--- src/rtl/gpio_irq_pkg.sv ---
`timescale 1ns/1ps
// Package: register index map shared by the interrupt detector and its bench.
// Assumes a 3-bit register index; the index values are part of the software view.
package gpio_irq_pkg;
    localparam int ADDR_W = 3;
    localparam int NUM_CFG = 4;

    typedef enum logic [ADDR_W-1:0] {
        RA_LVL_SEL  = 3'd0,
        RA_DUAL     = 3'd1,
        RA_POL      = 3'd2,
        RA_UNMASK   = 3'd3,
        RA_RAW      = 3'd4,
        RA_MASKED   = 3'd5,
        RA_CLEAR    = 3'd6,
        RA_SPARE    = 3'd7
    } reg_idx_e;
endpackage

--- src/rtl/gpio_irq_cfg.sv ---
`timescale 1ns/1ps
// Module: configuration register file plus clear-pulse decode.
// Holds level-select, dual-edge, polarity and enable words; write-1-to-clear
// produces a single-cycle clear vector. Assumes single-cycle write strobes.
module gpio_irq_cfg
    import gpio_irq_pkg::*;
#(
    parameter int NPINS = 8
) (
    input  logic                 clk,
    input  logic                 rst_n,
    input  logic                 wr,
    input  logic [ADDR_W-1:0]    addr,
    input  logic [NPINS-1:0]     wdata,
    output logic [NPINS-1:0]     mode_lvl,
    output logic [NPINS-1:0]     dual_edge,
    output logic [NPINS-1:0]     act_hi,
    output logic [NPINS-1:0]     unmask,
    output logic [NPINS-1:0]     clr_pulse
);
    logic [NPINS-1:0] cfg_q [NUM_CFG];

    for (genvar g = 0; g < NUM_CFG; g++) begin : g_cfg
        // Purpose: writable configuration word g, cleared by reset.
        always_ff @(posedge clk) begin
            if (!rst_n) begin
                cfg_q[g] <= '0;
            end else if (wr && (addr == ADDR_W'(g))) begin
                cfg_q[g] <= wdata;
            end
        end
    end

    assign mode_lvl  = cfg_q[RA_LVL_SEL];
    assign dual_edge = cfg_q[RA_DUAL];
    assign act_hi    = cfg_q[RA_POL];
    assign unmask    = cfg_q[RA_UNMASK];

    // Purpose: one-cycle clear vector from a write to the clear index.
    always_comb begin
        clr_pulse = '0;
        if (wr && (addr == RA_CLEAR)) begin
            clr_pulse = wdata;
        end
    end
endmodule

--- src/rtl/gpio_irq_cell.sv ---
`timescale 1ns/1ps
// Module: per-pin detector. Tracks the previous input to find edges, latches
// edge events until cleared and forms the raw status (transparent level or
// latched edge). Assumes pin is already synchronous to clk.
module gpio_irq_cell (
    input  logic clk,
    input  logic rst_n,
    input  logic pin,
    input  logic mode_lvl,
    input  logic dual_edge,
    input  logic act_hi,
    input  logic clr,
    output logic ev,
    output logic raw
);
    logic prev_q;
    logic latch_q;
    logic rise;
    logic fall;

    // Purpose: previous-sample register; reset loads the live pin so no false edge appears.
    always_ff @(posedge clk) begin
        if (!rst_n) begin
            prev_q <= pin;
        end else begin
            prev_q <= pin;
        end
    end

    // Purpose: edge classification and event selection by mode.
    always_comb begin
        rise = pin & ~prev_q;
        fall = ~pin & prev_q;
        if (mode_lvl) begin
            ev = 1'b0;
        end else if (dual_edge) begin
            ev = rise | fall;
        end else begin
            ev = act_hi ? rise : fall;
        end
    end

    // Purpose: edge status latch; a new event outranks a clear on the same edge.
    always_ff @(posedge clk) begin
        if (!rst_n) begin
            latch_q <= 1'b0;
        end else if (ev) begin
            latch_q <= 1'b1;
        end else if (clr) begin
            latch_q <= 1'b0;
        end
    end

    // Purpose: raw status view, level compare or latched edge.
    always_comb begin
        if (mode_lvl) begin
            raw = ~(pin ^ act_hi);
        end else begin
            raw = latch_q;
        end
    end
endmodule

--- src/rtl/gpio_irq_rdmux.sv ---
`timescale 1ns/1ps
// Module: combinational read multiplexer over the register index.
// Clear and unused indices read zero.
module gpio_irq_rdmux
    import gpio_irq_pkg::*;
#(
    parameter int NPINS = 8
) (
    input  logic [ADDR_W-1:0] addr,
    input  logic [NPINS-1:0]  mode_lvl,
    input  logic [NPINS-1:0]  dual_edge,
    input  logic [NPINS-1:0]  act_hi,
    input  logic [NPINS-1:0]  unmask,
    input  logic [NPINS-1:0]  raw_st,
    input  logic [NPINS-1:0]  masked_st,
    output logic [NPINS-1:0]  rdata
);
    // Purpose: select the register addressed by the index.
    always_comb begin
        case (addr)
            RA_LVL_SEL: rdata = mode_lvl;
            RA_DUAL:    rdata = dual_edge;
            RA_POL:     rdata = act_hi;
            RA_UNMASK:  rdata = unmask;
            RA_RAW:     rdata = raw_st;
            RA_MASKED:  rdata = masked_st;
            default:    rdata = '0;
        endcase
    end
endmodule

--- src/rtl/gpio_irq_detect.sv ---
`timescale 1ns/1ps
// Module: top of the GPIO interrupt detector. One detector cell per pin,
// a shared configuration file, masking and a registered combined request.
// Assumes inputs are synchronized upstream; data/direction paths live elsewhere.
module gpio_irq_detect
    import gpio_irq_pkg::*;
#(
    parameter int NPINS = 8
) (
    input  logic              clk,
    input  logic              rst_n,
    input  logic [NPINS-1:0]  pin_in,
    input  logic              reg_wr,
    input  logic [ADDR_W-1:0] reg_addr,
    input  logic [NPINS-1:0]  reg_wdata,
    output logic [NPINS-1:0]  reg_rdata,
    output logic              irq_out
);
    logic [NPINS-1:0] mode_lvl;
    logic [NPINS-1:0] dual_edge;
    logic [NPINS-1:0] act_hi;
    logic [NPINS-1:0] unmask;
    logic [NPINS-1:0] clr_vec;
    logic [NPINS-1:0] edge_ev;
    logic [NPINS-1:0] raw_st;
    logic [NPINS-1:0] masked_st;
    logic             irq_q;

    gpio_irq_cfg #(.NPINS(NPINS)) u_cfg (
        .clk       (clk),
        .rst_n     (rst_n),
        .wr        (reg_wr),
        .addr      (reg_addr),
        .wdata     (reg_wdata),
        .mode_lvl  (mode_lvl),
        .dual_edge (dual_edge),
        .act_hi    (act_hi),
        .unmask    (unmask),
        .clr_pulse (clr_vec)
    );

    for (genvar i = 0; i < NPINS; i++) begin : g_pin
        gpio_irq_cell u_cell (
            .clk       (clk),
            .rst_n     (rst_n),
            .pin       (pin_in[i]),
            .mode_lvl  (mode_lvl[i]),
            .dual_edge (dual_edge[i]),
            .act_hi    (act_hi[i]),
            .clr       (clr_vec[i]),
            .ev        (edge_ev[i]),
            .raw       (raw_st[i])
        );
    end

    assign masked_st = raw_st & unmask;

    // Purpose: registered OR of all masked status bits toward the parent controller.
    always_ff @(posedge clk) begin
        if (!rst_n) begin
            irq_q <= 1'b0;
        end else begin
            irq_q <= |masked_st;
        end
    end

    assign irq_out = irq_q;

    gpio_irq_rdmux #(.NPINS(NPINS)) u_rdmux (
        .addr      (reg_addr),
        .mode_lvl  (mode_lvl),
        .dual_edge (dual_edge),
        .act_hi    (act_hi),
        .unmask    (unmask),
        .raw_st    (raw_st),
        .masked_st (masked_st),
        .rdata     (reg_rdata)
    );
endmodule

--- config.mk ---
export PLATFORM = sky130hd
export DESIGN_NAME = gpio_irq_detect
export DESIGN_NICKNAME = d
export VERILOG_FILES = /design/src/rtl/gpio_irq_pkg.sv /design/src/rtl/gpio_irq_cfg.sv /design/src/rtl/gpio_irq_cell.sv /design/src/rtl/gpio_irq_rdmux.sv /design/src/rtl/gpio_irq_detect.sv
export SDC_FILE = /design/constraint.sdc
export NUM_CORES = 1
export LEC_CHECK = 0
export ABC_AREA = 1
export BUFFER_PORTS_ARGS = -buffer_cell sky130_fd_sc_hd__buf_2
export CAP_MARGIN = 20
export CORE_MARGIN = 2
export CORE_UTILIZATION = 30
export DETAILED_ROUTE_END_ITERATION = 8
export PLACE_DENSITY = 0.57
export SKIP_CTS_REPAIR_TIMING = 1
export SYNTH_ARGS = -nofsm -noshare
export SYNTH_HDL_FRONTEND = slang
export SYNTH_HIERARCHICAL = 1
export SYNTH_SLANG_ARGS = --single-unit
--- constraint.sdc ---
create_clock -name clk -period 2.34 [get_ports clk]
set_clock_uncertainty 0.2 [all_clocks]
set_input_delay 0.351 -clock clk [delete_from_list [all_inputs] [get_ports clk]]
set_output_delay 0.351 -clock clk [all_outputs]
set_load 0.01 [all_outputs]
==> impl_metrics.yaml <==
outcome:
  status: "completed"
job:
  cap_violations: 0
clock_tree:
  cts_tree: "built"
  worstSkewPairLatency_ns: 0.30
  numCtsBuffers: 5
  clockBufferDepth: 2
  htreeDepth: 2
  cts.reportedPaths.clkPinSlew_ns: 0.09
  cts_sinks: 49
  clock-root-buffer: "clkbuf_8"
routing:
  wire_per_inst_um: 14.4
  drcViolationCount: 0
  routed_wl_mm: 8.60
  num_vias: 2850
  drt-pass1-iter-count: 5
  viasPerCell: 4.78
  drt_iter0_markers: 220
  antenna_left: 0
finish:
  fillCellCount: 1042
  num_antenna_cells: 0
  multi_input_area_um2: 1550
  seqCellArea_um2: 1300
  drive_above_1_share_pct: 25.7
  fin_util_pct: 37.1
  syn2layout_area_growth_pct: 20.9
  finalInstanceArea_um2: 3800
  fin_nets: 497
  fin_cells: 596
setup_path:
  cp_top_family: "flip-flops"
  crit_arrival_ns: 1.69
  path_cells: "inv_2, nand2_2, a31oi_4, nand2_2, inv_1, nand4_1, nand2_1, nor2_1, nand2_1, buf_2"
  cp-end-kind: "output port"
  crit_path_max_fanout: 4
  path_class: "flop to output port"
  critPathRequiredTime_ns: 1.79
  crit_buf_inv: 3
  crit_slowest_cell: "edfxtp_1"
  max_stage_delay_ns: 0.45
  cp-start-kind: "flop"
timing:
  drv_slew: 0
  fin_crit_ns: 2.24
  worstMarginPinSlew_ns: 0.529
  timing.final.ws_setup_ns: 0.0951
  period_share_pct: 95.9
  finalSetupViolations: 0
  fmax_mhz: 445
  maxSlewHeadroom_pct: 64.7
  finalHoldViolations: 0
pwr:
  p_int_mw: 1.35
  switching_share_pct: 30.5
  p_clk_share_pct: 25.1
  power_density_nw_per_um2: 513
  total_power_mw: 1.95
  switching_power_mw: 0.593
  p_leak_nw: 1.88
  irDropWorstVdd_uv: 237
  p_seq_share_pct: 53.1
  p_comb_share_pct: 21.8
global_routing:
  grt_pass1_vias: 2632
  grt_pass1_wl_mm: 13.0
  grt_max_degree: 18
  antenna_found_initial: 0
  track_usage_pct: 14.9
  overflow: 0
hold_path:
  hp-class: "input port to flop"
yosys:
  postSynthCellCount: 403
  ys_warn_count: 6
  syn_nets: 441
  syn_area_um2: 3140
  avgSynthCellArea_um2: 7.79
floorplanning:
  rows: 37
  die_y_um: 106
  initial_core_util_pct: 30.7
  ios: 31
  die_area_um2: 11300
  die_x_um: 106
  core_area_um2: 10200
placed_design:
  io_buffers: 30
  gp_congestion: 0.834
  place_area_um2: 3440
  dp.cells: 567
  dpl_worst_slack_ns: 0.308
  post-dp-hpwl_mm: 5.90
## sequential cells by signal, indices dropped and copies added (netlist names)
register              count
u_cfg/cfg_q              32
irq_out                   1
g_pin.u_cell/prev_q       8
g_pin.u_cell/latch_q      8
## path summary, 6_finish.rpt
kind / startpoint / endpoint / slack (ns) / cells past startpoint
max reg2reg: u_cfg/cfg_q[2][0] / irq_out / 0.70 / 8
min: pin_in[5] / g_pin[5].u_cell/prev_q / 0.0004 / 1
min reg2reg: g_pin[2].u_cell/latch_q / g_pin[2].u_cell/latch_q / 0.28 / 2
max: u_cfg/cfg_q[2][0] / reg_rdata[0] / 0.1 / 10
## placed cells by master (no fill, tap or decap), types with 8 or more instances in the layout
cell type and n:
nand2_2 13, nand4_1 21, nand3_1 16, a21oi_1 14, nor2_1 63, a21oi_2 8, nand2_1 82, inv_2 8
nand3_2 11, ha_1 16, buf_4 23, edfxtp_1 32, inv_1 74, buf_2 30, dfxtp_1 17
## cell type report
class | count | area share, %
Clock buffer | 6 | 1.91
Tap cell | 136 | 4.48
Multi-Input combinational cell | 262 | 40.9
Sequential cell | 49 | 34.3
Timing Repair Buffer | 59 | 10.1
Clock inverter | 2 | 0.264
Inverter | 82 | 8.11
## metrics by stage
stage               TNS, ns  hold WS [ns]
floorplan                 0         0.179
global placement          0         0.265
detailed placement        0         0.263
CTS                 -0.0340       -0.0183
global route        -0.0914       0.00161
finish                    0      0.000402
## power groups by stage
stage | sequential, mW | clock [mW] | combinational, mW
after global placement | 1.05 | 0 | 0.351
after global routing | 1.04 | 0.539 | 0.472
after floorplan | 1.03 | 0 | 0.245
after CTS | 1.03 | 0.512 | 0.360
final | 1.03 | 0.489 | 0.424
after detailed placement | 1.05 | 0 | 0.359
## metal layers
metal | vias up | routed length [um] | track usage [%]
li1 | 1387 | - | -
met1 | 1355 | 3820 | 19.8
met4 | 0 | 154 | 5.36
met2 | 96 | 4150 | 24.1
met3 | 12 | 471 | 2.76
met5 | - | 0 | 0
No activity file was read; power rests on OpenSTA's default activity.
